`config.mk`:
```
export PLATFORM = sky130hd
export DESIGN_NAME = pll_seq_ctrl
export DESIGN_NICKNAME = d
export VERILOG_FILES = /design/src/rtl/pll_seq_ctrl.sv
export SDC_FILE = /design/constraint.sdc
export NUM_CORES = 1
export LEC_CHECK = 0
export BUFFER_PORTS_ARGS = -buffer_cell sky130_fd_sc_hd__buf_2
export CAP_MARGIN = 30
export CORE_MARGIN = 1.5
export CORE_UTILIZATION = 40
export CTS_BUF_LIST = sky130_fd_sc_hd__clkbuf_8
export DETAILED_ROUTE_END_ITERATION = 12
export PLACE_DENSITY = 0.65
export SYNTH_ARGS = -nofsm -noshare
export SYNTH_HDL_FRONTEND = slang
export SYNTH_SLANG_ARGS = --single-unit
```
`constraint.sdc`:
```
create_clock -name clk -period 2.4 [get_ports clk]
set_input_delay 0.36 -clock clk [delete_from_list [all_inputs] [get_ports clk]]
set_output_delay 0.36 -clock clk [all_outputs]
set_load 0.005 [all_outputs]
```
`src/rtl/pll_seq_ctrl.sv`:
```
module pll_seq_ctrl #(
  parameter int CYC_PER_US = 20,
  parameter int SETTLE_US  = 5,
  parameter int LOCK_POLLS = 100
) (
  input  logic        clk,
  input  logic        rst_n,
  input  logic        cfg_we,
  input  logic [31:0] cfg_wdata,
  input  logic        req_on,
  input  logic        req_off,
  input  logic        pll_lock,
  input  logic        pll_active,
  output logic        pll_bypass_rel,
  output logic        pll_reset_n,
  output logic        pll_out_en,
  output logic        pll_vote,
  output logic [31:0] mode_word,
  output logic        seq_busy,
  output logic        seq_done,
  output logic        seq_timeout
);

  localparam int SETTLE_CYC = SETTLE_US * CYC_PER_US;
  localparam int OFF_CYC    = CYC_PER_US;
  localparam int TW         = $clog2(SETTLE_CYC + CYC_PER_US + 1);
  localparam int PW         = $clog2(LOCK_POLLS + 1);
  localparam int AW         = $clog2(SETTLE_CYC + 2);

  typedef enum logic [1:0] {S_IDLE, S_SETTLE, S_POLL, S_DRAIN} st_t;

  st_t           st;
  logic [TW-1:0] tmr;
  logic [PW-1:0] polls;
  logic [5:0]    lock_cnt, bias_cnt;
  logic          vote_en, vote_rst;

  wire all_on   = pll_out_en & pll_reset_n & pll_bypass_rel;
  wire poll_ok  = vote_en ? pll_active : pll_lock;
  wire poll_now = (tmr == '0);
  wire us_wrap  = (tmr == TW'(CYC_PER_US - 1));

  logic unused_wbits;
  assign unused_wbits = ^{cfg_wdata[31:22], cfg_wdata[7:0]};

  assign seq_busy  = (st != S_IDLE);
  assign mode_word = {pll_lock, pll_active, 8'b0, vote_rst, vote_en, bias_cnt, lock_cnt,
                      5'b0, pll_reset_n, pll_bypass_rel, pll_out_en};

  always_ff @(posedge clk or negedge rst_n) begin
    if (!rst_n) begin
      st             <= S_IDLE;
      tmr            <= '0;
      polls          <= '0;
      lock_cnt       <= '0;
      bias_cnt       <= '0;
      vote_en        <= 1'b0;
      vote_rst       <= 1'b0;
      pll_bypass_rel <= 1'b0;
      pll_reset_n    <= 1'b0;
      pll_out_en     <= 1'b0;
      pll_vote       <= 1'b0;
      seq_done       <= 1'b0;
      seq_timeout    <= 1'b0;
    end else begin
      seq_done <= 1'b0;
      if (st == S_IDLE && cfg_we) begin
        lock_cnt <= cfg_wdata[13:8];
        bias_cnt <= cfg_wdata[19:14];
        vote_en  <= cfg_wdata[20];
        vote_rst <= cfg_wdata[21];
      end
      case (st)
        S_IDLE: begin
          if (req_off) begin
            if (vote_en) begin
              pll_vote <= 1'b0;
              seq_done <= 1'b1;
            end else begin
              pll_out_en <= 1'b0;
              tmr        <= '0;
              st         <= S_DRAIN;
            end
          end else if (req_on) begin
            if (vote_en) begin
              pll_vote    <= 1'b1;
              seq_timeout <= 1'b0;
              tmr         <= '0;
              polls       <= '0;
              st          <= S_POLL;
            end else if (all_on) begin
              seq_done <= 1'b1;
            end else begin
              pll_bypass_rel <= 1'b1;
              seq_timeout    <= 1'b0;
              tmr            <= '0;
              st             <= S_SETTLE;
            end
          end
        end
        S_SETTLE: begin
          if (tmr == TW'(SETTLE_CYC - 1)) begin
            pll_reset_n <= 1'b1;
            tmr         <= '0;
            polls       <= '0;
            st          <= S_POLL;
          end else begin
            tmr <= tmr + 1'b1;
          end
        end
        S_POLL: begin
          tmr <= us_wrap ? '0 : tmr + 1'b1;
          if (poll_now) begin
            if (poll_ok) begin
              if (!vote_en) pll_out_en <= 1'b1;
              seq_done <= 1'b1;
              st       <= S_IDLE;
            end else if (polls == PW'(LOCK_POLLS - 1)) begin
              pll_bypass_rel <= 1'b0;
              pll_reset_n    <= 1'b0;
              pll_out_en     <= 1'b0;
              pll_vote       <= 1'b0;
              seq_timeout    <= 1'b1;
              st             <= S_IDLE;
            end else begin
              polls <= polls + 1'b1;
            end
          end
        end
        S_DRAIN: begin
          if (tmr == TW'(OFF_CYC - 1)) begin
            pll_reset_n    <= 1'b0;
            pll_bypass_rel <= 1'b0;
            seq_done       <= 1'b1;
            st             <= S_IDLE;
          end else begin
            tmr <= tmr + 1'b1;
          end
        end
        default: st <= S_IDLE;
      endcase
    end
  end

  logic [AW-1:0] byp_age;
  always_ff @(posedge clk or negedge rst_n) begin
    if (!rst_n)                        byp_age <= '0;
    else if (!pll_bypass_rel)          byp_age <= '0;
    else if (byp_age < AW'(SETTLE_CYC)) byp_age <= byp_age + 1'b1;
  end

  a_r3_settle_gap: assert property (@(posedge clk) disable iff (!rst_n)
    $rose(pll_reset_n) |-> byp_age >= AW'(SETTLE_CYC));
  a_r3_reset_needs_bypass: assert property (@(posedge clk) disable iff (!rst_n)
    pll_reset_n |-> pll_bypass_rel);
  a_r4_gate_needs_reset: assert property (@(posedge clk) disable iff (!rst_n)
    pll_out_en |-> pll_reset_n);
  a_r5_timeout_safe: assert property (@(posedge clk) disable iff (!rst_n)
    $rose(seq_timeout) |-> !pll_out_en && !pll_reset_n && !pll_bypass_rel && !pll_vote);
  a_r7_done_when_idle: assert property (@(posedge clk) disable iff (!rst_n)
    seq_done |-> !seq_busy);
  a_r8_drop_together: assert property (@(posedge clk) disable iff (!rst_n)
    $fell(pll_bypass_rel) |-> $fell(pll_reset_n));
  a_r10_cfg_frozen: assert property (@(posedge clk) disable iff (!rst_n)
    seq_busy |=> $stable(mode_word[21:8]));

endmodule

```
* After elaboration in Yosys (flattened, before gate mapping)
Index checks and enable logic that the tools add are counted.
** Word-level totals
- Latch bits :: 0
- Memories :: 0
- Bits in writable memories :: 0
- Flip-flop bits (word level) :: 36
- ROM bits :: 0
- Input port bits :: 39
** Cells by class
- Divide/modulo/power cells :: 0
- Mux-type cells :: 68
- Equal/unequal tests :: 25
- $lt $le $gt $ge :: 0
- Bitwise gates (word level) :: 2
- Multipliers :: 0
- Shift-type cells :: 0
- Reductions and logical operators :: 16
- $add $sub $neg :: 2
** Operators by type and width (number)
- $mux W7 :: 15
- $mux W1 :: 34
- $pmux W7 S4 :: 1
- $ne A2 B2 Y1 const B :: 13
- $pmux W7 S3 :: 1
- $mux W2 :: 10
- $reduce_and A6 Y1 :: 3
- $ne A3 B3 Y1 const B :: 5
- $add A7 B1 Y7 const B :: 2
- $eq A7 B7 Y1 const B :: 2
- $reduce_and A7 Y1 :: 2
- $pmux W1 S3 :: 3
- $reduce_and A9 Y1 :: 1
- $reduce_bool A3 Y1 :: 3
- $pmux W2 S4 :: 1
- $reduce_and A8 Y1 :: 1
- $eq A7 B5 Y1 const B :: 1
- $logic_not A7 Y1 :: 1
- $pmux W1 S2 :: 3
- $eq A2 B2 Y1 const B :: 2
- $ne A4 B4 Y1 const B :: 1
- $reduce_and A4 Y1 :: 1
- $reduce_bool A2 Y1 :: 2
- $and A1 B1 Y1 :: 2
- 3 further kinds :: 3

* Longest topological paths before layout
Gate-level depths: netlist of run 1.
- Depth after elaboration :: 7
- Depth in mapped cells :: 8

* Least setup slack after synthesis of run 1
No wires, ideal clock.
- Path kind :: register -> register
- Start point :: register tmr[0]
- End point :: register polls[5]
- Cell stages (with the launch flop) :: 7
- Required time :: 2.331 ns
- Arrival time :: 2.022 ns
- Buffers on the path :: 0
- Setup slack :: 0.309 ns
- Period minus slack after synthesis :: 2.091 ns
- Cells stage by stage :: dfrtp_1 ha_1 nand2b_1 o41ai_2 nand3_1 or4_1 nand3_1
** On the way
- Cells in the longest elaborated chain, start to end :: 3
- Elaborated cells on any way between the ends :: 5
- Those cells by class :: eq/ne (3); reduce/logical (2)
** Ends and longest elaborated chain
- from (decl) :: RTL line 33 : logic [TW-1:0] tmr;
- from (signal assigned) :: RTL line 108 : tmr <= tmr + 1'b1;
- from (signal assigned) :: RTL line 112 : tmr <= us_wrap ? '0 : tmr + 1'b1;
- from (signal assigned) :: RTL line 137 : tmr <= tmr + 1'b1;
- $eq A7 B7 Y1 or $logic_not A7 Y1 (tied branches) :: RTL line 102, 40
- $ne A2 B2 Y1 (no line)
- $reduce_and A8 Y1 (no line) *
- to (signal assigned) :: RTL line 126 : polls <= polls + 1'b1;
- to (decl) :: RTL line 34 : logic [PW-1:0] polls;
Mark *: on every way between the ends. The rest lies on a longest branch, timed or not.
A chain may end at the register's enable or synchronous reset.

* Worst setup path in the final report of run 1
Same ends and word-level chain as after synthesis.

==> metrics.yaml, run 1 <==
status:
  status: "finished, final reports clean"
power_and_ir_drop:
  leakage_nw: 1.18
  powerDensity_nw_per_um2: 1200
  vdd_ir_drop_max_mv: 0.431
critical_path:
  cp_num_buf_inv: 1
  cp.required_ns: 2.63
  crit_chain: "ha_1, nand2b_1, o41ai_2, buf_4, nand3_1, or4_1, nand3_1"
  arrival_ns: 2.28
  crit_slowest_cell: "or4_1"
  end_kind: "flop"
  reg2reg_depth: 7
  path_delay_family: "simple AND/OR/NAND/NOR gates"
  path_class: "reg2reg"
  worstSetupStartpointType: "flop"
  crit_cells: 7
  cpMostUsedCell: "nand3_1"
  worstPathMaxFanout: 6
  critPathMaxStageDelay_ns: 0.49
logic_synthesis:
  synthTopCellsByCount: "dfrtp_1, buf_4, nand2_1"
  ys.warnings.count: 0
  synth-main-ff-cell: "dfrtp_1"
  synth.most_common_cell: "dfrtp_1"
  synth-edff-count: 0
  synth_seq_cells: 36
  synth.distinct_cells: 41
  synthCells: 225
  yosys.area.top_type: "dfrtp_1"
  synthesis.area_um2: 2150
  syn_avg_cell_area_um2: 9.56
  async_flop_share: 1.00
  synth_top_area_share: 0.419
  netlist_top_cells_area: "dfrtp_1, mux2_2, buf_4"
  seq_area_frac_synth: 0.419
floorplan:
  dieArea_um2: 5830
  row_count: 26
  fp.dieH_um: 76.4
  fp.dieW_um: 76.4
  core_um2: 5140
  io_pins: 78
  initial_core_util: 0.419
clock_network:
  root_buffer: "clkbuf_8"
  cts_hold_buf: 0
  cts-buffers-inserted: 5
  post-cts-setup-buffers: 0
  tritoncts: "done"
  clock-sinks: 36
  clock_path_buffers: 2
  htree_num_levels: 2
  clkLatencyLatePin_ns: 0.29
  clk_pin_slew_ns: 0.08
  cts.repair.resized: 0
sta:
  post-route-period-util: 0.855
  drv_slew: 0
  fin_skew_ns: 0.00410
  whs_ns: 0.162
  maxSlewHeadroom: 0.456
  setup_violations: 0
  worst_pin_slew_ns: 0.815
  min_period_ns: 2.05
  hold_violations: 0
  fin_setup_tns_ns: 0
  max_freq_mhz: 487
  rsz0062_at_grt: "no"
detailed_routing:
  via_per_inst: 5.14
  drt_first_pass_iters: 4
  wirelength_mm: 4.46
  drtAntennaViolNets: 0
  dr_total_vias: 1780
  wl_per_cell_um: 12.9
  drc_errors: 0
  drt_iter0_markers: 76
placement:
  gp_congestion: 0.834
  hpwlAfterDp_mm: 3.35
  portBuffers: 46
  post-place-cells: 338
  placed_area_um2: 2420
finish:
  fin_area_um2: 2530
  fin_nets: 322
  instances_no_fill: 346
  n_fill_cell: 521
  drive_gt1_frac: 0.308
  antennaDiodeCount: 0
  syn_to_final_growth_pct: 17.7
grt:
  antenna_found_initial: 0
  grt_max_degree: 37
  grt_overflow_total: 0
  grt_usage: 0.164
  grt_pass1_vias: 1678
  grt_pass1_wl_mm: 7.77
run:
  drv_cap: 0
min_path:
  min_path_type: "in2async"
[logic make-up (layout without fill, tap and decap cells)]
family                     Yosys count  in the layout  share of synthesized area
adders and majority gates            8              8                     0.0465
muxes                               18             18                     0.0924
buffers and inverters               37             76                     0.0994
and+or+nand+nor                     71             71                      0.182
DFF                                 36             36                      0.419
AOI/OAI and AO/OA                   54             54                      0.159
other                                1             13                    0.00174
[power breakdown]
group / internal, mW / total, mW / switching, mW
clock: 0.307 / 0.535 / 0.228
combinational: 0.713 / 1.51 / 0.798
sequential: 0.831 / 0.993 / 0.162
total: 1.85 / 3.04 / 1.19
[metal layers]
layer  up-vias  global-route usage  part of all wire
li1        881                   -                 -
met1       839               0.224              0.47
met2        53               0.254              0.46
met3         7              0.0371             0.052
met4         0              0.0611             0.016
met5         -                   0                 0
[per-stage QoR]
step           setup slack (ns)  power (mW)   util
2_1_floorplan             0.309        2.02      -
3_3_place_gp              0.377        2.49  0.471
3_5_place_dp              0.373        2.53  0.471
4_1_cts                   0.338        3.08  0.493
5_1_grt                   0.195        3.30  0.493
6_report                  0.349        3.04  0.493
[layout by cell type, fill, tap and decap left out, drive strengths merged, types with 4 or more instances in the layout]
| cell | count |
|---|---|
| buf | 56 |
| a21oi | 14 |
| nand4 | 5 |
| nand3b | 5 |
| nand3 | 12 |
| a22o | 4 |
| ha | 8 |
| mux2 | 15 |
| o31ai | 4 |
| nor2 | 6 |
| conb | 13 |
| inv | 12 |
| o21ai | 18 |
| nand2 | 20 |
| and3 | 4 |
| nand2b | 5 |
| dfrtp | 36 |
| clkbuf | 5 |
[state kept, by name, summed over array words and instances (netlist names)]
signal          cells
vote_rst            1
pll_bypass_rel      1
st                  2
tmr                 7
pll_vote            1
vote_en             1
pll_reset_n         1
pll_out_en          1
bias_cnt            6
seq_timeout         1
seq_done            1
polls               7
lock_cnt            6
[final timing paths]
check / startpoint / endpoint / slack (ns)
hold reg to reg: pll_vote$_DFFE_PN0P_ / pll_vote$_DFFE_PN0P_ / 0.50
setup reg to reg: tmr[0]$_DFFE_PN0P_ / polls[5]$_DFFE_PN0P_ / 0.35
setup / recovery: tmr[0]$_DFFE_PN0P_ / polls[5]$_DFFE_PN0P_ / 0.35
min in group clk: cfg_wdata[21] / vote_rst$_DFFE_PN0P_ / 0.30
hold / removal: rst_n / st[1]$_DFFE_PN0P_ / 0.16
max in group asynchronous: rst_n / polls[0]$_DFFE_PN0P_ / 1.73
[cell type report]
cell class,count,area [um2],share of cell area
Timing Repair Buffer,56,305,0.121
Inverter,12,45.0,0.0178
Clock buffer,5,68.8,0.0272
Multi-Input combinational cell,164,1080,0.427
Clock inverter,3,42.5,0.0168
Tap cell,70,87.6,0.0346
Sequential cell,36,901,0.356
[worst reg2reg max path, delay by kind of cell, from the launching register on]
family	cells	cell delay, ns
compound gates	1	0.29
buf+inv	1	0.19
flops	1	0.41
fa+ha+maj	1	0.27
simple gates	4	0.82
(Power assumes the default switching activity.)
==> inputs of run 2 (changes only) <==
- GPL_TIMING_DRIVEN: unset -> 0
==> run 2 against run 1 <==
Net effect:
- non-clock buffer count rose by 16
- global-route usage rose by 0.75 points
- final area rose by 5.0%
- worst hold slack got worse by 0.015 ns
- wire length rose by 5.9%
- critical endpoint is now tmr[2]$_DFFE_PN0P_
- highest routed layer unchanged
==> metrics.yaml, run 2 (synthesis gave the netlist of run 1 again) <==
clock_network:
  htree_num_levels: 2  # unchanged
  clkLatencyLatePin_ns: 0.29  # about the same
  clock-sinks: 36  # unchanged
  clk_pin_slew_ns: 0.08  # about the same
  cts_hold_buf: 0  # unchanged
  tritoncts: "done"
  cts-buffers-inserted: 5  # unchanged
  clock_path_buffers: 2  # unchanged
  root_buffer: "clkbuf_8"
detailed_routing:
  dr_total_vias: 1843  # +3.5%
  via_per_inst: 5.09  # -1.0%
  wirelength_mm: 4.72  # +5.9%
  drt_first_pass_iters: 4  # unchanged
  drt_iter0_markers: 97  # +28%
  wl_per_cell_um: 13.0  # +1.2%
  drtAntennaViolNets: 0  # unchanged
  drc_errors: 0  # unchanged
grt:
  grt_max_degree: 37  # unchanged
  antenna_found_initial: 0  # unchanged
  grt_pass1_vias: 1688  # +0.60%
  grt_usage: 0.171  # +0.00748
  grt_pass1_wl_mm: 8.02  # +3.2%
  grt_overflow_total: 0  # unchanged
power_and_ir_drop:
  powerDensity_nw_per_um2: 1160  # -3.1%
  clkPwrFrac: 0.174  # -0.002
  finalPower_mw: 3.09  # +1.7%
  leakage_nw: 1.26  # +6.4%
  intPower_mw: 1.86  # +0.24%
  combPwrFrac: 0.503  # +0.006
  swShare: 0.400  # +0.00884
  power_frac_seq: 0.323  # -0.004
  switchingPower_mw: 1.24  # +4.0%
  vdd_ir_drop_max_mv: 0.389  # -9.8%
finish:
  drive_gt1_frac: 0.339  # +0.0311
  layout_common_cells: "buf_2, dfrtp_1, buf_4, nand2_1, mux2_2"
  reg_top3: "polls (7), tmr (7)"
  syn_to_final_growth_pct: 23.5
  final_common_cell: "buf_2"
  fin_nets: 338  # +5.0%
  n_fill_cell: 509  # -2.3%
  antennaDiodeCount: 0  # unchanged
critical_path:
  end_kind: "flop"
  path_delay_family: "simple AND/OR/NAND/NOR gates"
  worstPathMaxFanout: 10  # +4
  crit_slowest_cell: "dfrtp_1"
  cp.required_ns: 2.58  # -0.05 ns
  worstSetupStartpointType: "flop"
  arrival_ns: 2.40  # +0.12 ns
  critPathMaxStageDelay_ns: 0.48  # about the same
  cp_num_buf_inv: 0  # -1
  cp-endpoint: "tmr[2]$_DFFE_PN0P_"
  crit_chain: "or3_4, or3_1, o21ai_1, nand2b_1, o22ai_1"
  path_class: "reg2reg"
  crit_cells: 5  # -2
  r2r-end: "tmr[2]$_DFFE_PN0P_"
  reg2reg_depth: 5  # -2
  timing.rr.start: "tmr[3]$_DFFE_PN0P_"
  reg2reg_slack_ns: 0.18  # -0.17 ns
  startpoint: "tmr[3]$_DFFE_PN0P_"
floorplan:
  initial_core_util: 0.419  # unchanged
  core_um2: 5140  # unchanged
  fp.dieW_um: 76.4  # unchanged
  fp.dieH_um: 76.4  # unchanged
  dieArea_um2: 5830  # unchanged
  row_count: 26  # unchanged
  io_pins: 78  # unchanged
sta:
  post-route-period-util: 0.924  # +0.0697
  drv_slew: 0  # unchanged
  whs_ns: 0.147  # -0.0152 ns
  hold_violations: 0  # unchanged
  worst_pin_slew_ns: 0.793  # -0.0219 ns
  rsz0062_at_grt: "no"
  maxSlewHeadroom: 0.471  # +0.0146
  max_freq_mhz: 451  # -7.5%
  min_period_ns: 2.22  # +0.167 ns
  setup_violations: 0  # unchanged
  fin_skew_ns: 0.00449  # +0.000393 ns
run:
  drv_cap: 0  # unchanged
placement:
  portBuffers: 46  # unchanged
  gp_congestion: 0.796  # -4.5%
  hpwlAfterDp_mm: 3.45  # +3.1%
status:
  status: "finished, final reports clean"
min_path:
  min_path_type: "in2async"
run 2: layout make-up:
| cell class | instances | area [um2] | share of cell area |
|---|---|---|---|
| Tap cell | 70 | 87.6 | 0.0329 |
| Sequential cell | 36 | 901 | 0.339 |
| Clock buffer | 5 | 68.8 | 0.0259 |
| Inverter | 12 | 45.0 | 0.0169 |
| Multi-Input combinational cell | 164 | 1100 | 0.415 |
| Timing Repair Buffer | 48 | 245 | 0.0922 |
| Clock inverter | 3 | 42.5 | 0.0160 |
| Buffer | 24 | 165 | 0.0621 |
run 2: power by group through the flow:
stage               clock (mW)  sequential (mW)  combinational [mW]
floorplan                    0            0.988                1.03
global placement             0            0.979                1.50
detailed placement           0            0.990                1.53
CTS                      0.545            0.977                1.57
global route             0.580             1.04                1.72
finish                   0.537            0.999                1.55
run 2: how the worst min path moves through the flow:
| stage | start | end | slack, ns | cells after the start |
|---|---|---|---|---|
| global route | rst_n | bias_cnt[0]$_DFFE_PN0P_ | 0.21 | 1 |
| finish | rst_n | lock_cnt[3]$_DFFE_PN0P_ | 0.15 | 1 |
| floorplan | rst_n | bias_cnt[0]$_DFFE_PN0P_ | 0.06 | 0 |
| detailed placement | lock_cnt[0]$_DFFE_PN0P_ | lock_cnt[0]$_DFFE_PN0P_ | 0.49 | 1 |
| CTS | rst_n | lock_cnt[3]$_DFFE_PN0P_ | 0.18 | 1 |
| global placement | lock_cnt[2]$_DFFE_PN0P_ | lock_cnt[2]$_DFFE_PN0P_ | 0.48 | 1 |
run 2: worst reg2reg max path: stages (launching register included):
cell,delay (ns)
dfrtp_1,0.48
or3_4,0.45
or3_1,0.39
o21ai_1,0.37
nand2b_1,0.31
o22ai_1,0.11
run 2: routing by layer:
| metal | up-vias | GRT usage | wire (um) |
|---|---|---|---|
| met1 | 867 | 0.220 | 2160 |
| met4 | 0 | 0.0611 | 64 |
| met3 | 5 | 0.0431 | 267 |
| met5 | - | 0 | 0 |
| li1 | 911 | - | - |
| met2 | 60 | 0.280 | 2230 |
run 2: what timing repair did:
action / CTS / global route
buffers inserted: 2 / 0
gates cloned: 0 / 0
resized for setup: 2 / 1
endpoints found under the setup margin: 2 / 3
pin swaps: 1 / 1
run 2: metrics by stage:
step	cell area (um2)	utilization	TNS (ns)	setup WS [ns]	std cells
3_3_place_gp	2510	0.489	-0.0718	-0.0718	353
5_1_grt	2660	0.517	0	0.00959	362
4_1_cts	2660	0.517	0	0.0863	363
2_1_floorplan	2200	-	0	0.309	237
6_report	2660	0.517	0	0.181	362
3_5_place_dp	2510	0.489	-0.0686	-0.0652	353
